## config.mk

```make
export PLATFORM = sky130hd
export DESIGN_NAME = seg_cam
export DESIGN_NICKNAME = d
export VERILOG_FILES = /design/src/rtl/seg_cam_pkg.sv /design/src/rtl/seg_cam_store.sv /design/src/rtl/seg_cam_wr_fsm.sv /design/src/rtl/seg_cam_stage.sv /design/src/rtl/seg_cam_prio.sv /design/src/rtl/seg_cam.sv
export SDC_FILE = /design/constraint.sdc
export NUM_CORES = 2
export LEC_CHECK = 0
export BUFFER_PORTS_ARGS = -buffer_cell sky130_fd_sc_hd__buf_2
export CAP_MARGIN = 20
export CORE_MARGIN = 1.5
export CORE_UTILIZATION = 62
export DETAILED_ROUTE_END_ITERATION = 16
export PLACE_DENSITY = 0.81
export SYNTH_ARGS = -nofsm -noshare
export SYNTH_HDL_FRONTEND = slang
export SYNTH_SLANG_ARGS = --single-unit
```

## constraint.sdc

```tcl
create_clock -name clk -period 4.93 [get_ports clk]
set_input_delay 0.986 -clock clk [delete_from_list [all_inputs] [get_ports clk]]
set_output_delay 0.986 -clock clk [all_outputs]
set_load 0.02 [all_outputs]
```

## src/rtl/seg_cam_pkg.sv

```systemverilog
package seg_cam_pkg;

    typedef enum logic [1:0] {
        WR_IDLE   = 2'd0,
        WR_DRAIN  = 2'd1,
        WR_COMMIT = 2'd2
    } wr_state_e;

endpackage

```

## src/rtl/seg_cam_store.sv

```systemverilog
// Entry storage: word plus valid flag per entry, written only on commit.
module seg_cam_store #(
    parameter int ENTRIES = 8,
    parameter int KEY_W   = 144,
    parameter int IDXW    = 3
) (
    input  logic                     clk,
    input  logic                     rst_n,
    input  logic                     we,
    input  logic [IDXW-1:0]          widx,
    input  logic [KEY_W-1:0]         wdata,
    output logic [ENTRIES*KEY_W-1:0] mem_flat,
    output logic [ENTRIES-1:0]       valid_vec
);

    for (genvar e = 0; e < ENTRIES; e++) begin : g_ent
        always_ff @(posedge clk or negedge rst_n) begin
            if (!rst_n) begin
                mem_flat[e*KEY_W +: KEY_W] <= '0;
                valid_vec[e]               <= 1'b0;
            end else if (we && (widx == IDXW'(e))) begin
                mem_flat[e*KEY_W +: KEY_W] <= wdata;
                valid_vec[e]               <= 1'b1;
            end
        end
    end

endmodule

```

## src/rtl/seg_cam_wr_fsm.sv

```systemverilog
// Write/search arbitration: a write waits for the pipeline to empty.
module seg_cam_wr_fsm
    import seg_cam_pkg::*;
(
    input  logic clk,
    input  logic rst_n,
    input  logic wr_valid,
    input  logic pipe_busy,
    output logic search_ready,
    output logic wr_ready,
    output logic commit
);

    wr_state_e state, state_nx;

    always_ff @(posedge clk or negedge rst_n) begin
        if (!rst_n) state <= WR_IDLE;
        else        state <= state_nx;
    end

    always_comb begin
        state_nx = state;
        unique case (state)
            WR_IDLE:   if (wr_valid) state_nx = pipe_busy ? WR_DRAIN : WR_COMMIT;
            WR_DRAIN:  if (!pipe_busy) state_nx = WR_COMMIT;
            WR_COMMIT: state_nx = WR_IDLE;
            default:   state_nx = WR_IDLE;
        endcase
    end

    always_comb begin
        search_ready = (state == WR_IDLE) && !wr_valid;
        wr_ready     = (state == WR_COMMIT);
        commit       = (state == WR_COMMIT);
    end

endmodule

```

## src/rtl/seg_cam_stage.sv

```systemverilog
// One pipeline stage: compares segment SEG_IDX for surviving entries only.
module seg_cam_stage #(
    parameter int ENTRIES = 8,
    parameter int KEY_W   = 144,
    parameter int SEG_W   = 36,
    parameter int NSEG    = 4,
    parameter int CW      = 4,
    parameter int SEG_IDX = 0
) (
    input  logic                     clk,
    input  logic                     rst_n,
    input  logic                     in_valid,
    input  logic [KEY_W-1:0]         in_key,
    input  logic [ENTRIES-1:0]       in_surv,
    input  logic [NSEG*CW-1:0]       in_act,
    input  logic [ENTRIES*SEG_W-1:0] seg_data,
    output logic                     out_valid,
    output logic [KEY_W-1:0]         out_key,
    output logic [ENTRIES-1:0]       out_surv,
    output logic [NSEG*CW-1:0]       out_act
);

    localparam int LO = SEG_IDX * SEG_W;

    logic [SEG_W-1:0]   key_seg;
    logic [ENTRIES-1:0] en;
    logic [ENTRIES-1:0] hit;
    logic [CW-1:0]      cnt;
    logic [NSEG*CW-1:0] act_nx;

    always_comb begin
        key_seg = in_key[LO +: SEG_W];
        en      = in_valid ? in_surv : '0;
        cnt     = '0;
        for (int e = 0; e < ENTRIES; e++) begin
            // comparator of an entry is enabled only when it survived so far
            hit[e] = en[e] && (seg_data[e*SEG_W +: SEG_W] == key_seg);
            cnt    = cnt + CW'(en[e]);
        end
        act_nx = in_act;
        act_nx[SEG_IDX*CW +: CW] = cnt;
    end

    always_ff @(posedge clk or negedge rst_n) begin
        if (!rst_n) begin
            out_valid <= 1'b0;
            out_key   <= '0;
            out_surv  <= '0;
            out_act   <= '0;
        end else begin
            out_valid <= in_valid;
            out_key   <= in_key;
            out_surv  <= in_valid ? hit : '0;
            out_act   <= in_valid ? act_nx : '0;
        end
    end

endmodule

```

## src/rtl/seg_cam_prio.sv

```systemverilog
// Lowest-index priority encoder.
module seg_cam_prio #(
    parameter int ENTRIES = 8,
    parameter int IDXW    = 3
) (
    input  logic [ENTRIES-1:0] vec,
    output logic               hit,
    output logic [IDXW-1:0]    idx
);

    always_comb begin
        hit = |vec;
        idx = '0;
        for (int e = ENTRIES - 1; e >= 0; e--) begin
            if (vec[e]) idx = IDXW'(e);
        end
    end

endmodule

```

## src/rtl/seg_cam.sv

```systemverilog
module seg_cam #(
    parameter int ENTRIES = 8,
    parameter int KEY_W   = 144,
    parameter int SEG_W   = 36,
    localparam int NSEG   = KEY_W / SEG_W,
    localparam int IDXW   = (ENTRIES > 1) ? $clog2(ENTRIES) : 1,
    localparam int CW     = $clog2(ENTRIES + 1)
) (
    input  logic               clk,
    input  logic               rst_n,
    input  logic               search_valid,
    input  logic [KEY_W-1:0]   search_key,
    output logic               search_ready,
    input  logic               wr_valid,
    input  logic [IDXW-1:0]    wr_idx,
    input  logic [KEY_W-1:0]   wr_data,
    output logic               wr_ready,
    output logic               res_valid,
    output logic [ENTRIES-1:0] res_match,
    output logic               res_hit,
    output logic [IDXW-1:0]    res_idx,
    output logic [NSEG*CW-1:0] res_act
);

    logic [ENTRIES*KEY_W-1:0] mem_flat;
    logic [ENTRIES-1:0]       valid_vec;
    logic                     commit;
    logic                     pipe_busy;

    logic [NSEG:0]            pv;
    logic [KEY_W-1:0]         pkey  [NSEG+1];
    logic [ENTRIES-1:0]       psurv [NSEG+1];
    logic [NSEG*CW-1:0]       pact  [NSEG+1];
    logic [ENTRIES*SEG_W-1:0] seg_data [NSEG];

    seg_cam_store #(
        .ENTRIES(ENTRIES), .KEY_W(KEY_W), .IDXW(IDXW)
    ) u_store (
        .clk(clk), .rst_n(rst_n), .we(commit), .widx(wr_idx),
        .wdata(wr_data), .mem_flat(mem_flat), .valid_vec(valid_vec)
    );

    seg_cam_wr_fsm u_fsm (
        .clk(clk), .rst_n(rst_n), .wr_valid(wr_valid), .pipe_busy(pipe_busy),
        .search_ready(search_ready), .wr_ready(wr_ready), .commit(commit)
    );

    // stage-0 inputs: accepted key, valid entries as initial survivors
    assign pv[0]    = search_valid && search_ready;
    assign pkey[0]  = search_key;
    assign psurv[0] = valid_vec;
    assign pact[0]  = '0;
    assign pipe_busy = |pv[NSEG:1];

    for (genvar s = 0; s < NSEG; s++) begin : g_stage
        for (genvar e = 0; e < ENTRIES; e++) begin : g_slice
            assign seg_data[s][e*SEG_W +: SEG_W] = mem_flat[e*KEY_W + s*SEG_W +: SEG_W];
        end

        seg_cam_stage #(
            .ENTRIES(ENTRIES), .KEY_W(KEY_W), .SEG_W(SEG_W),
            .NSEG(NSEG), .CW(CW), .SEG_IDX(s)
        ) u_stage (
            .clk(clk), .rst_n(rst_n),
            .in_valid(pv[s]), .in_key(pkey[s]), .in_surv(psurv[s]),
            .in_act(pact[s]), .seg_data(seg_data[s]),
            .out_valid(pv[s+1]), .out_key(pkey[s+1]),
            .out_surv(psurv[s+1]), .out_act(pact[s+1])
        );
    end

    seg_cam_prio #(.ENTRIES(ENTRIES), .IDXW(IDXW)) u_prio (
        .vec(psurv[NSEG]), .hit(res_hit), .idx(res_idx)
    );

    assign res_valid = pv[NSEG];
    assign res_match = psurv[NSEG];
    assign res_act   = pact[NSEG];

endmodule

```

==> impl_metrics.tcl <==
set metrics [dict create \
    switching_power_of_the_nets_w 0.0125 \
    gr-usage-all-layers_pct 33.0 \
    critPathSlowestCell "sky130_fd_sc_hd__fa_1" \
    sequential_power_share_pct 47.6 \
    synth-main-ff-cell "sky130_fd_sc_hd__dfrtp_1" \
    antenna_found_initial 9 \
    ctsResizeCount 0 \
    cts-htree-levels 4 \
    synth_common_cells "sky130_fd_sc_hd__dfrtp_1, sky130_fd_sc_hd__mux2_2, sky130_fd_sc_hd__xor2_1" \
    floorplan.initialDensity_pct 62.6 \
    met3WireLength_um 11900 \
    setup_viol_count_final 0 \
    yosys_warnings 0 \
    detailroute.wirelength.met2_um 79900 \
    p_comb_share_pct 25.1 \
    tritoncts_clock_tree "yes" \
    topRoutingLayerUsed "met5" \
    fmaxAchievable_ghz 0.279 \
    setup_slack_ns 1.35 \
    num-fill-cells 7113 \
    worstPathMaxFanout 7 \
    core_area_um2 103000 \
    ys_seq_area_share_pct 56.2 \
    power_switching_share_pct 30.0 \
    total_nets_final 5188 \
    synthMostInstantiatedCell "sky130_fd_sc_hd__dfrtp_1" \
    numClockSinks 1454 \
    synth_area_um2 64700 \
    share_of_the_synthesized_area_in_the_top_cell_type_pct 56.2 \
    hold_viol 0 \
    ys_async_sr_fraction_pct 100 \
    clock-root-buffer "sky130_fd_sc_hd__clkbuf_16" \
    timing.critical_path.mode_cell "sky130_fd_sc_hd__fa_1" \
    grt_max_degree 155 \
    clk-insertion-delay-late_ns 0.77 \
    timing_worst_slew_pin_value_ns 1.30 \
    cts_setup_buffers 0 \
    critical_path_class "register to register" \
    slew-limit-headroom_pct 13.4 \
    period_needed_ns 3.58 \
    synth_edf_count 0 \
    powerDensity_nw_per_um2 576 \
    setup_repair_after_global_routing_missed_its_margin "false" \
    slew_viol_final 0 \
    ys_seq_elements 1454 \
    die_area_um2 106000 \
    gp_congestion 0.899 \
    power_leakage_nw 32.8 \
    timing.critical_path.required_ns 5.57 \
    finalSetupTns_ns 0 \
    cts_buffer_depth 3 \
    first_pass_iters 5 \
    outcome "finished clean" \
    layout_worst_path_cycle_share_pct 72.6 \
    reg_clk_slew_reported_paths_ns 0.06 \
    worst_clock_skew_ns 0.0231 \
    routed_via_density 6.04 \
    route.detailed.wl_per_inst_um 27.2 \
    grt_first_pass_wirelength_um 260000 \
    drive_above_1_share_pct 33.9 \
    arrival_time_at_the_worst_endpoint_ns 4.22 \
    yosysUniqueCellTypes 39 \
    core.rowCount 118 \
    cpPeakStageDelay_ns 0.53 \
    drt_first_iter_violations 3089 \
    first_global_vias 39900 \
    worstHoldPathType "input port to asynchronous set/reset pin" \
    drt-total-wl_um 173000 \
    endpoint_type_of_the_worst_setup_path "register" \
    crit_path_launch_type "register" \
    detailedPlace.worstSlack_ns 0.737 \
    wl_met1_um 74100 \
    globalRouteOverflowTotal 0 \
    power_report.internal_total_w 0.0292 \
    tritoncts.num_buffers 152 \
    tightest_hold_margin_ns 0.184 \
    floorplan.io_pins 326 \
    synth_top_cell_by_area "sky130_fd_sc_hd__dfrtp_1" \
    hpwl_um 114000 \
    ir_drop_v 0.000373 \
    final_antenna_net_count 0 \
    worstPathCellList "nor3_1 > buf_4 > and3_1 > ha_1 > fa_1 > inv_1 > fa_1 > fa_1 > inv_1 > fa_1 > and3_1" \
    floorplan.die.height_um 326 \
    synth_cells 4615 \
    drv_cap 0 \
    die_w_um 326 \
    clockPowerShare_pct 27.3 \
    route.vias.total 38400 \
    area_delta_synth_final_pct 11.8 \
    postCtsHoldBufs 0 \
    syn-num-nets 4938 \
    drc 0 \
    synth.top_cells.by_area "sky130_fd_sc_hd__dfrtp_1, sky130_fd_sc_hd__mux2_2, sky130_fd_sc_hd__xor2_1, sky130_fd_sc_hd__xnor2_1, sky130_fd_sc_hd__nor4_1" \
    buffer_ports.inserted 325 \
    synthesis.area_per_instance_um2 14.0 \
]
==> cells by family after synthesis <==
| family | count (synthesis) | share of synthesized area [%] |
|---|---|---|
| xor gates and xnor gates | 1153 | 15.6 |
| buffers and inverters | 300 | 2.25 |
| and+or+nand+nor | 517 | 4.80 |
| DFF | 1454 | 56.2 |
| AOI/OAI and AO/OA | 11 | 0.102 |
| adders and majority gates | 28 | 0.727 |
| muxes | 1152 | 20.3 |
==> area by class of cell <==
cell class | count | area (um2) | share of cell area (%)
multi-input cells | 2861 | 26900 | 37.2
well taps | 1380 | 1730 | 2.39
clock inverters | 36 | 363 | 0.501
diodes | 3 | 7.51 | 0.0104
inverters | 24 | 90.1 | 0.124
flip-flops and latches | 1454 | 36400 | 50.3
clock buffers | 231 | 4590 | 6.34
repair buffers | 372 | 2280 | 3.15
==> critical path: cells and delay by family (launching register included) <==
kind,cells,cell delay (ns)
flops,1,0.42
buf+inv,3,0.37
fa+ha+maj,5,2.08
simple gates,3,0.57
==> power groups by stage <==
stage               registers [W]  logic, W  clock network (W)
floorplan                  0.0190   0.00807                  0
global placement           0.0196   0.00997                  0
detailed placement         0.0200    0.0103                  0
CTS                        0.0198    0.0105             0.0115
global route               0.0204    0.0113             0.0120
finish                     0.0198    0.0105             0.0114
==> worst paths after layout <==
kind / slack [ns] / end / startpoint / cells after the start
max in group asynchronous: 3.40 / u_store.mem_flat[357] / rst_n / 2
worst min-delay path: 0.18 / g_stage[3].u_stage.out_surv[0] / rst_n / 1
min in group clk: 0.32 / g_stage[0].u_stage.out_key[133] / search_key[133] / 1
worst max register to register: 1.35 / g_stage[0].u_stage.out_act[1] / u_fsm.state[0] / 11
worst min register to register: 0.34 / g_stage[1].u_stage.out_key[136] / g_stage[0].u_stage.out_key[136] / 0
worst max-delay path: 1.35 / g_stage[0].u_stage.out_act[1] / u_fsm.state[0] / 11
==> cells in the final DEF (no fill, tap or decap), types with 17 or more instances in the layout <==
cell / Yosys / final
sky130_fd_sc_hd__dfrtp_1: 1454 / 1454
sky130_fd_sc_hd__mux2_2: 1024 / 1024
sky130_fd_sc_hd__xor2_1: 875 / 875
sky130_fd_sc_hd__buf_2: 95 / 324
sky130_fd_sc_hd__xnor2_1: 278 / 278
sky130_fd_sc_hd__nor4_1: 220 / 220
sky130_fd_sc_hd__clkbuf_16: 0 / 157
sky130_fd_sc_hd__nand4_1: 120 / 120
sky130_fd_sc_hd__mux2_1: 79 / 79
sky130_fd_sc_hd__mux2_4: 49 / 49
sky130_fd_sc_hd__nor3_1: 44 / 44
sky130_fd_sc_hd__clkbuf_8: 0 / 38
sky130_fd_sc_hd__clkbuf_1: 143 / 36
sky130_fd_sc_hd__nand2_1: 34 / 34
sky130_fd_sc_hd__and2_1: 33 / 33
sky130_fd_sc_hd__inv_1: 24 / 24
sky130_fd_sc_hd__buf_4: 6 / 24
sky130_fd_sc_hd__buf_12: 0 / 23
sky130_fd_sc_hd__clkinv_2: 0 / 19
sky130_fd_sc_hd__or3_1: 17 / 17
==> through the flow <==
stage                     utilization [%]  total power [W]  instance area (um2)  cells
after global routing                 69.9           0.0437                72400   6358
after CTS                            69.9           0.0418                72400   6358
final                                69.9           0.0417                72400   6361
after detailed placement             65.1           0.0303                67400   6091
after global placement               65.1           0.0296                67400   6090
after floorplan                         -           0.0271                64700   4615
==> metal layers <==
metal,global-route usage (%),vias up
met5,0,-
met4,12.3,6
met3,5.33,374
met2,51.1,1382
met1,47.2,20400
li1,-,16300
==> sequential cells by signal, summed over array words and instances (netlist names) <==
name                       count
u_store.mem_flat            1152
g_stage.u_stage.out_key      216
g_stage.u_stage.out_act       40
g_stage.u_stage.out_surv      32
u_store.valid_vec              8
g_stage.u_stage.out_valid      4
u_fsm.state                    2
No activity file was read; power rests on OpenSTA's default activity.
